===== config.mk =====
export PLATFORM = sky130hd
export DESIGN_NAME = hwc_coalescer
export DESIGN_NICKNAME = d
export VERILOG_FILES = /design/src/rtl/hwc_pkg.sv /design/src/rtl/hwc_lane_pick.sv /design/src/rtl/hwc_seg_match.sv /design/src/rtl/hwc_size_reduce.sv /design/src/rtl/hwc_coalescer.sv
export SDC_FILE = /design/constraint.sdc
export NUM_CORES = 1
export LEC_CHECK = 0
export ABC_AREA = 1
export CORE_MARGIN = 1.5
export CORE_UTILIZATION = 35
export DETAILED_ROUTE_END_ITERATION = 8
export DONT_BUFFER_PORTS = 1
export SLEW_MARGIN = 20
export SYNTH_ARGS = -nofsm -noshare
export SYNTH_HDL_FRONTEND = slang
export SYNTH_SLANG_ARGS = --single-unit

===== constraint.sdc =====
create_clock -name clk -period 17.4 [get_ports clk]
set_clock_uncertainty 0.1 [all_clocks]
set_input_delay 0.87 -clock clk [delete_from_list [all_inputs] [get_ports clk]]
set_output_delay 0.87 -clock clk [all_outputs]
set_load 0.01 [all_outputs]

===== src/rtl/hwc_pkg.sv =====
package hwc_pkg;

  localparam int unsigned MIN_SEG_LOG2 = 5;

  typedef enum logic [1:0] {
    SZ_32  = 2'd0,
    SZ_64  = 2'd1,
    SZ_128 = 2'd2
  } txn_sz_e;

  typedef enum logic [1:0] {
    EL_B1 = 2'd0,
    EL_B2 = 2'd1,
    EL_B4 = 2'd2,
    EL_B8 = 2'd3
  } elem_e;

  typedef enum logic {
    ST_IDLE = 1'b0,
    ST_BUSY = 1'b1
  } state_e;

  function automatic txn_sz_e start_level(elem_e e);
    case (e)
      EL_B1:   return SZ_32;
      EL_B2:   return SZ_64;
      default: return SZ_128;
    endcase
  endfunction

endpackage


===== src/rtl/hwc_lane_pick.sv =====
module hwc_lane_pick #(
  parameter int LANES = 16,
  localparam int LW = $clog2(LANES)
) (
  input  logic [LANES-1:0] pend,
  output logic             found,
  output logic [LW-1:0]    idx
);

  always_comb begin
    found = 1'b0;
    idx   = '0;
    for (int i = LANES - 1; i >= 0; i--) begin
      if (pend[i]) begin
        found = 1'b1;
        idx   = LW'(i);
      end
    end
  end

endmodule


===== src/rtl/hwc_seg_match.sv =====
module hwc_seg_match #(
  parameter int LANES = 16,
  parameter int AW    = 32
) (
  input  logic [LANES-1:0]    pend,
  input  logic [LANES*AW-1:0] addr,
  input  logic [AW-1:0]       lead_addr,
  input  hwc_pkg::txn_sz_e    level,
  output logic [LANES-1:0]    hit
);

  logic [AW-1:0] seg_keep;
  logic [AW-1:0] lead_seg;

  assign seg_keep = ~((AW'(32) << level) - AW'(1));
  assign lead_seg = lead_addr & seg_keep;

  for (genvar g = 0; g < LANES; g++) begin : g_lane
    logic [AW-1:0] lane_seg;
    assign lane_seg = addr[g*AW +: AW] & seg_keep;
    assign hit[g]   = pend[g] && (lane_seg == lead_seg);
  end

endmodule


===== src/rtl/hwc_size_reduce.sv =====
module hwc_size_reduce #(
  parameter int LANES = 16,
  parameter int AW    = 32
) (
  input  logic [LANES-1:0]    hit,
  input  logic [LANES*AW-1:0] addr,
  input  logic [AW-1:0]       lead_addr,
  input  hwc_pkg::txn_sz_e    start_lvl,
  output hwc_pkg::txn_sz_e    final_lvl,
  output logic [AW-1:0]       base_addr
);
  import hwc_pkg::*;

  logic lo6, hi6, lo5, hi5;

  always_comb begin
    lo6 = 1'b0;
    hi6 = 1'b0;
    lo5 = 1'b0;
    hi5 = 1'b0;
    for (int i = 0; i < LANES; i++) begin
      if (hit[i]) begin
        lo6 = lo6 | ~addr[i*AW + 6];
        hi6 = hi6 |  addr[i*AW + 6];
        lo5 = lo5 | ~addr[i*AW + 5];
        hi5 = hi5 |  addr[i*AW + 5];
      end
    end
  end

  txn_sz_e mid_lvl;

  always_comb begin
    mid_lvl = start_lvl;
    if (start_lvl == SZ_128 && !(lo6 && hi6)) mid_lvl = SZ_64;
    final_lvl = mid_lvl;
    if (mid_lvl == SZ_64 && !(lo5 && hi5)) final_lvl = SZ_32;
  end

  assign base_addr = lead_addr & ~((AW'(32) << final_lvl) - AW'(1));

endmodule


===== src/rtl/hwc_coalescer.sv =====
module hwc_coalescer #(
  parameter int LANES = 16,
  parameter int AW    = 32
) (
  input  logic                clk,
  input  logic                rst_n,
  input  logic                req_valid,
  output logic                req_ready,
  input  logic [LANES-1:0]    req_mask,
  input  logic [LANES*AW-1:0] req_addr,
  input  logic [1:0]          req_esize,
  output logic                txn_valid,
  input  logic                txn_ready,
  output logic [AW-1:0]       txn_addr,
  output logic [1:0]          txn_size,
  output logic [LANES-1:0]    txn_lanes,
  output logic                done
);
  import hwc_pkg::*;

  localparam int LW = $clog2(LANES);

  state_e              st_q, st_d;
  logic [LANES-1:0]    pend_q, pend_d;
  logic                done_q, done_d;
  logic [LANES*AW-1:0] addr_q;
  elem_e               esz_q;

  logic                found;
  logic [LW-1:0]       lead_idx;
  logic [AW-1:0]       lead_addr;
  txn_sz_e             start_lvl, final_lvl;
  logic [LANES-1:0]    hit;
  logic [AW-1:0]       base_addr;
  logic                load_en, txn_fire;

  hwc_lane_pick #(.LANES(LANES)) u_pick (
    .pend  (pend_q),
    .found (found),
    .idx   (lead_idx)
  );

  assign lead_addr = addr_q[lead_idx*AW +: AW];
  assign start_lvl = start_level(esz_q);

  hwc_seg_match #(.LANES(LANES), .AW(AW)) u_match (
    .pend      (pend_q),
    .addr      (addr_q),
    .lead_addr (lead_addr),
    .level     (start_lvl),
    .hit       (hit)
  );

  hwc_size_reduce #(.LANES(LANES), .AW(AW)) u_reduce (
    .hit       (hit),
    .addr      (addr_q),
    .lead_addr (lead_addr),
    .start_lvl (start_lvl),
    .final_lvl (final_lvl),
    .base_addr (base_addr)
  );

  assign req_ready = (st_q == ST_IDLE);
  assign txn_valid = (st_q == ST_BUSY) && found;
  assign txn_addr  = base_addr;
  assign txn_size  = final_lvl;
  assign txn_lanes = hit;
  assign done      = done_q;

  assign load_en  = req_valid && req_ready;
  assign txn_fire = txn_valid && txn_ready;

  always_comb begin
    st_d   = st_q;
    pend_d = pend_q;
    done_d = 1'b0;
    case (st_q)
      ST_IDLE: begin
        if (load_en) begin
          pend_d = req_mask;
          if (req_mask == '0) done_d = 1'b1;
          else                st_d   = ST_BUSY;
        end
      end
      default: begin
        if (txn_fire) begin
          pend_d = pend_q & ~hit;
          if (pend_d == '0) begin
            st_d   = ST_IDLE;
            done_d = 1'b1;
          end
        end
      end
    endcase
  end

  always_ff @(posedge clk or negedge rst_n) begin
    if (!rst_n) begin
      st_q   <= ST_IDLE;
      pend_q <= '0;
      done_q <= 1'b0;
    end else begin
      st_q   <= st_d;
      pend_q <= pend_d;
      done_q <= done_d;
    end
  end

  always_ff @(posedge clk) begin
    if (load_en) begin
      addr_q <= req_addr;
      esz_q  <= elem_e'(req_esize);
    end
  end

endmodule


After elaboration in Yosys (flattened, before gate mapping)
Index checks and enable logic that the tools add are counted.

storage, ports and cells
  input port bits = 534
  word-level logic and storage cells = 287
  flip-flop bits (word level) = 532
  output and inout bits = 53

operators by class
  reductions and logical operators = 30
  muxes and demuxes = 112
  bitwise operators = 115
  shift-type cells = 3
  equality and inequality tests = 20
  $add $sub $neg = 2

operators by type and width
  operator                 number
  $and A32 B32 Y32         18
  $eq A32 B32 Y1           16
  $shiftx A512 B10 Y32     1
  $mux W1                  90
  $mux W4                  16
  $not A32 Y32             2
  $shl A6 B2 Y32 const A   2
  $or A1 B1 Y1             60
  $mux W16                 3
  $not A1 Y1               33
  $logic_not A16 Y1        2
  $sub A32 B1 Y32 const B  1
  $sub A32 B2 Y32 const B  1
  $logic_and A1 B1 Y1      23
  $and A16 B16 Y16         1
  $not A16 Y16             1
  $eq A2 B1 Y1 const B     2
  $mux W2                  2
  $pmux W2 S2              1
  $eq A2 B2 Y1 const B     1
  $logic_not A1 Y1         2
  $logic_not A2 Y1         1
  $ne A2 B1 Y1 const B     1
  $reduce_and A2 Y1        1
  $reduce_bool A2 Y1       1

Logic depth before layout (Yosys ltp)
  depth after elaboration = 62
  mapped depth = 40
  depth with buffers taken out = 38

By module
From an unflattened synthesis, not the netlist that was laid out.

unflattened totals
  cells, all modules = 3766
  area total of the unflattened synthesis = 30603.1 um^2

by module, submodules not included
  module           seq. area each (um^2)  instances  area an instance (um^2)  cells an instance
  hwc_coalescer    15885.2                1          22074.9                  1777
  hwc_seg_match    0.0                    1          7566.0                   1768
  hwc_size_reduce  0.0                    1          753.2                    172
  hwc_lane_pick    0.0                    1          209.0                    49

Least setup slack after synthesis
No wires, ideal clock.

  path kind = in2reg
  from = in req_valid
  to = reg addr_q[101] (enable)
  path slack = 7.178 ns
  data arrival time = 9.339 ns
  stages on the path = 2
  path through = nand2_1 inv_1

between the ends
  cells in the longest elaborated chain, start to end = 1

RTL lines
  element               RTL line              RTL
  from (decl)           hwc_coalescer.sv:7    input logic req_valid,
  $logic_and A1 B1 Y1   hwc_coalescer.sv:70   assign load_en = req_valid && req_ready;
  via load_en           hwc_coalescer.sv:35   logic load_en, txn_fire;
  to (signal assigned)  hwc_coalescer.sv:111  addr_q <= req_addr;
  to (decl)             hwc_coalescer.sv:26   logic [LANES*AW-1:0] addr_q;

The timed path passes the listed nets, and every way through them passes these cells.
A chain may end at the register's enable or synchronous reset.

Final worst setup path
  from = reg pend_q[13]
  to = out txn_size[0]

RTL lines
  element                          RTL line                                      RTL
  from (decl)                      hwc_coalescer.sv:24                           logic [LANES-1:0] pend_q, pend_d;
  from (signal assigned)           hwc_coalescer.sv:104                          pend_q <= pend_d;
  $mux W4 * (14 in a row)          hwc_lane_pick.sv:14                           if (pend[i]) begin
  $shiftx A512 B10 Y32 *           hwc_coalescer.sv:43                           assign lead_addr = addr_q[lead_idx*AW +: AW];
  $and A32 B32 Y32 *               hwc_seg_match.sv:16                           assign lead_seg = lead_addr & seg_keep;
  $eq A32 B32 Y1 *                 hwc_seg_match.sv:21                           assign hit[g] = pend[g] && (lane_seg == lead_seg);
  $logic_and A1 B1 Y1 *            hwc_seg_match.sv:21
  via txn_lanes[10]                hwc_coalescer.sv:16                           output logic [LANES-1:0] txn_lanes,
  $mux W1                          hwc_size_reduce.sv:22                         if (hit[i]) begin
  $or A1 B1 Y1 (on tied branches)  hwc_size_reduce.sv:23, hwc_size_reduce.sv:24
  (+8 left out)                    --
  $mux W1                          hwc_size_reduce.sv:22
  $logic_and A1 B1 Y1              hwc_size_reduce.sv:35                         if (start_lvl == SZ_128 && !(lo6 && hi6)) mid_lvl = SZ_64;
  $logic_not A1 Y1                 hwc_size_reduce.sv:35
  $logic_and A1 B1 Y1              hwc_size_reduce.sv:35
  $mux W2                          hwc_size_reduce.sv:35
  $eq A2 B1 Y1                     hwc_size_reduce.sv:37                         if (mid_lvl == SZ_64 && !(lo5 && hi5)) final_lvl = SZ_32;
  $logic_and A1 B1 Y1              hwc_size_reduce.sv:37
  $mux W2 *                        hwc_size_reduce.sv:37
  to (decl)                        hwc_coalescer.sv:15                           output logic [1:0] txn_size,

Mark *: on every way through the listed nets, which the timed path passes. The rest lies on a longest branch.

==> qor.csv <==
stage;metric;value;unit
die;die_x;286;microns
sta;setup_viol;0;
cts;post_cts_buffers;0;
finish;drive_gt1_share;6.13;%
critical_path;cp.arrival;7.42;ns
detailed_routing;viasPerCell;5.49;
hold_path;holdPathEnd;addr_q[197]$_DFFE_PP_;
detailed_routing;ant_nets;0;
die;initial_core_util;35.5;%
job;cap_violations;0;
finish;fillCellCount;8234;
sta;finalHoldViolations;0;
synth;synthesis.instances;3642;
critical_path;r2r_end;st_q$_DFF_PN0_;
synth;synthArstFlopShare;3.98;%
die;ios;587;
hold_path;hp-class;input pin to flop;
grt;grtUsageTotal;28.0;%
synth;synth-edff-count;434;
synth;yosys_warnings;0;
detailed_routing;drtPass1Iterations;7;
detailed_routing;drt_iter0_drc;3214;
grt;grt_pass1_vias;23471;
critical_path;regToRegStartpoint;pend_q[13]$_DFFE_PN0P_;
sta;fmax;119;MHz
die;die_h;286;microns
sta;fin_crit;8.39;ns
critical_path;crit_top_cell;nand2_1;
grt;antenna_found_initial;39;
critical_path;r2r_setup_slack;10.76;ns
cts;root_buffer;clkbuf_16;
critical_path;cpMaxStageDelayCell;nand2_2;
critical_path;crit_fanout;78;
cts;ctsHtreeMaxLevel;2;
detailed_routing;wl;118000;microns
critical_path;worst_path_dominant_cell_family;simple AND/OR/NAND/NOR gates;
finish;nets;4069;
finish;synthToLayoutAreaGrowth;7.85;%
die;dieArea;82000;sq um
sta;tns;0;ns
sta;relSlewSlack;33.2;%
synth;syn_area_per_cell;7.72;sq um
cts;cts_resized;0;
die;num_rows;103;
placement;routabilityCongestion;0.989;
cts;tritoncts;built;
synth;synth-seq-cells;452;
detailed_routing;vias;25513;
sta;rsz0062_at_grt;no;
critical_path;slowest_delay;0.57;ns
cts;cts.sinks;452;
die;core;79300;sq um
critical_path;cp_data_required_time;16.43;ns
critical_path;reg2reg_depth;34;
placement;dp_hpwl;89300;microns
cts;clkSlewWorstSetupHoldPaths;0.07;ns
critical_path;endpoint_kind;output port;
critical_path;cp_num_buf_inv;3;
sta;finalCritPeriodShare;48.2;%
placement;io_buffers;0;
sta;worst_slew_pin_slew;1.00;ns
cts;max-clock-path-buffers;3;
cts;cts_made_buffers;50;
hold_path;hold_path.startpoint;req_addr[197];
synth;synth_cell_types;37;
critical_path;crit_type;flop to output port;
sta;slew_viol_final;0;
grt;grt_pass1_wl;165000;microns
hold_path;min_delay_path_depth;0;
detailed_routing;drc;0;
grt;grt-ovfl-total;0;
synth;synth-main-ff-cell;edfxtp_1;
run_status;status;finished clean;
synth;netlist_area;28100;sq um
grt;grt_max_degree;86;
synth;ys_seq_area_share;48.0;%
critical_path;cp-start-kind;flop;
detailed_routing;wl_per_cell;25.4;microns
cts;clk_latency;0.62;ns
## sequential cells by signal, indices dropped and copies added (netlist names)
signal	flops
st_q	1
addr_q	432
done	1
esz_q	2
pend_q	16
## routing by layer
| metal | vias to the layer above | share of wire [%] | GRT usage (%) |
|---|---|---|---|
| met2 | 1395 | 45 | 43.2 |
| met5 | - | 0.15 | 0 |
| met1 | 12028 | 41 | 38.0 |
| met3 | 206 | 11 | 7.07 |
| li1 | 11854 | - | - |
| met4 | 30 | 3.3 | 9.72 |
## cell families (layout without fill, tap and decap cells)
group	count (synthesis)	count (layout)	synth area share [%]
XOR/XNOR	30	30	0.935
AND/OR/NAND/NOR	2399	2399	38.9
other	1	30	0.0133
flip-flops	452	452	48.0
AO/OA/AOI/OAI	80	80	1.56
buffers and inverters	680	608	10.7
## per-stage QoR
stage | hold WS [ns] | area (sq um) | cells | utilization (%) | setup WS [ns]
floorplan | 0.474 | 28100 | 3646 | - | 7.18
global placement | 0.475 | 28500 | 4531 | 36.0 | 9.85
detailed placement | 0.475 | 28500 | 4531 | 36.0 | 9.86
CTS | 0.186 | 30200 | 4623 | 38.1 | 9.14
global route | 0.207 | 30300 | 4638 | 38.2 | 8.57
finish | 0.229 | 30300 | 4649 | 38.3 | 9.01
## cell type report
class / count / area (sq um) / area share, %
Tap cell: 1050 / 1310 / 4.33
Sequential cell: 452 / 13500 / 44.5
Antenna cell: 25 / 62.6 / 0.206
Clock inverter: 38 / 442 / 1.46
Multi-Input combinational cell: 2514 / 11700 / 38.5
Inverter: 492 / 1860 / 6.14
Timing Repair Buffer: 25 / 210 / 0.693
Clock buffer: 53 / 1260 / 4.16
## Yosys cell counts, types with 20 or more instances
library cell | number | share of area [%]
nand2_1 | 1112 | 15
nand3_1 | 891 | 16
inv_1 | 479 | 6.4
edfxtp_1 | 434 | 46
nor2_1 | 186 | 2.5
nand4_1 | 98 | 2.2
buf_2 | 76 | 1.4
clkbuf_1 | 35 | 0.47
nand3_2 | 31 | 1.1
buf_6 | 30 | 1.2
xor2_1 | 30 | 0.93
nor2_2 | 27 | 0.60
buf_4 | 25 | 0.67
o21ai_0 | 22 | 0.39
a21oi_1 | 21 | 0.37
buf_1 | 20 | 0.27
## worst max-delay path by stage
| stage | start | to | slack [ns] | cells past startpoint |
|---|---|---|---|---|
| 5_1_grt | pend_q[15]$_DFFE_PN0P_ | txn_size[0] | 8.57 | 37 |
| 3_5_place_dp | pend_q[15]$_DFFE_PN0P_ | txn_size[0] | 9.86 | 37 |
| 4_1_cts | pend_q[15]$_DFFE_PN0P_ | txn_size[0] | 9.14 | 37 |
| 6_report | pend_q[13]$_DFFE_PN0P_ | txn_size[0] | 9.01 | 37 |
| 2_1_floorplan | req_valid | addr_q[101]$_DFFE_PP_ | 7.18 | 2 |
| 3_3_place_gp | pend_q[13]$_DFFE_PN0P_ | txn_size[0] | 9.85 | 37 |
## cells in the final DEF, fill, tap and decap left out, types with 2 or more instances in the layout
cell type / n
nand2_1: 1112
clkbuf_16: 50
clkbuf_1: 3
nor3_1: 2
dfrtp_1: 18
nand3b_1: 8
diode_2: 25
nand3_2: 31
inv_6: 13
o21ai_1: 14
o22ai_1: 16
o21ai_0: 22
conb_1: 5
nor2_2: 26
bufinv_16: 7
clkinv_2: 11
clkinvlp_4: 3
inv_2: 8
nand2_8: 2
nand3_1: 890
buf_4: 23
nor2_1: 186
o211ai_1: 3
nand2_4: 7
xor2_1: 30
a21oi_1: 21
clkinv_1: 6
edfxtp_1: 434
nand2_2: 19
nand4_1: 98
nand3_4: 9
inv_8: 3
a21oi_4: 2
inv_1: 477
nor4_1: 6
## timing repair
| action | in CTS | in global routing |
|---|---|---|
| hold buffers | 1 | 0 |
| setup endpoints to repair | 0 | 0 |
| endpoints found under the hold margin | 18 | 0 |
## worst register-to-register path, delay by kind of cell (launching register included)
kind / cells / cell delay (ns)
DFF: 1 / 0.54
buffers and inverters: 2 / 0.63
and+or+nand+nor: 32 / 5.28
Power is not shown: default switching activity piles up to over one toggle a cycle in this logic, so the estimate is an artifact.
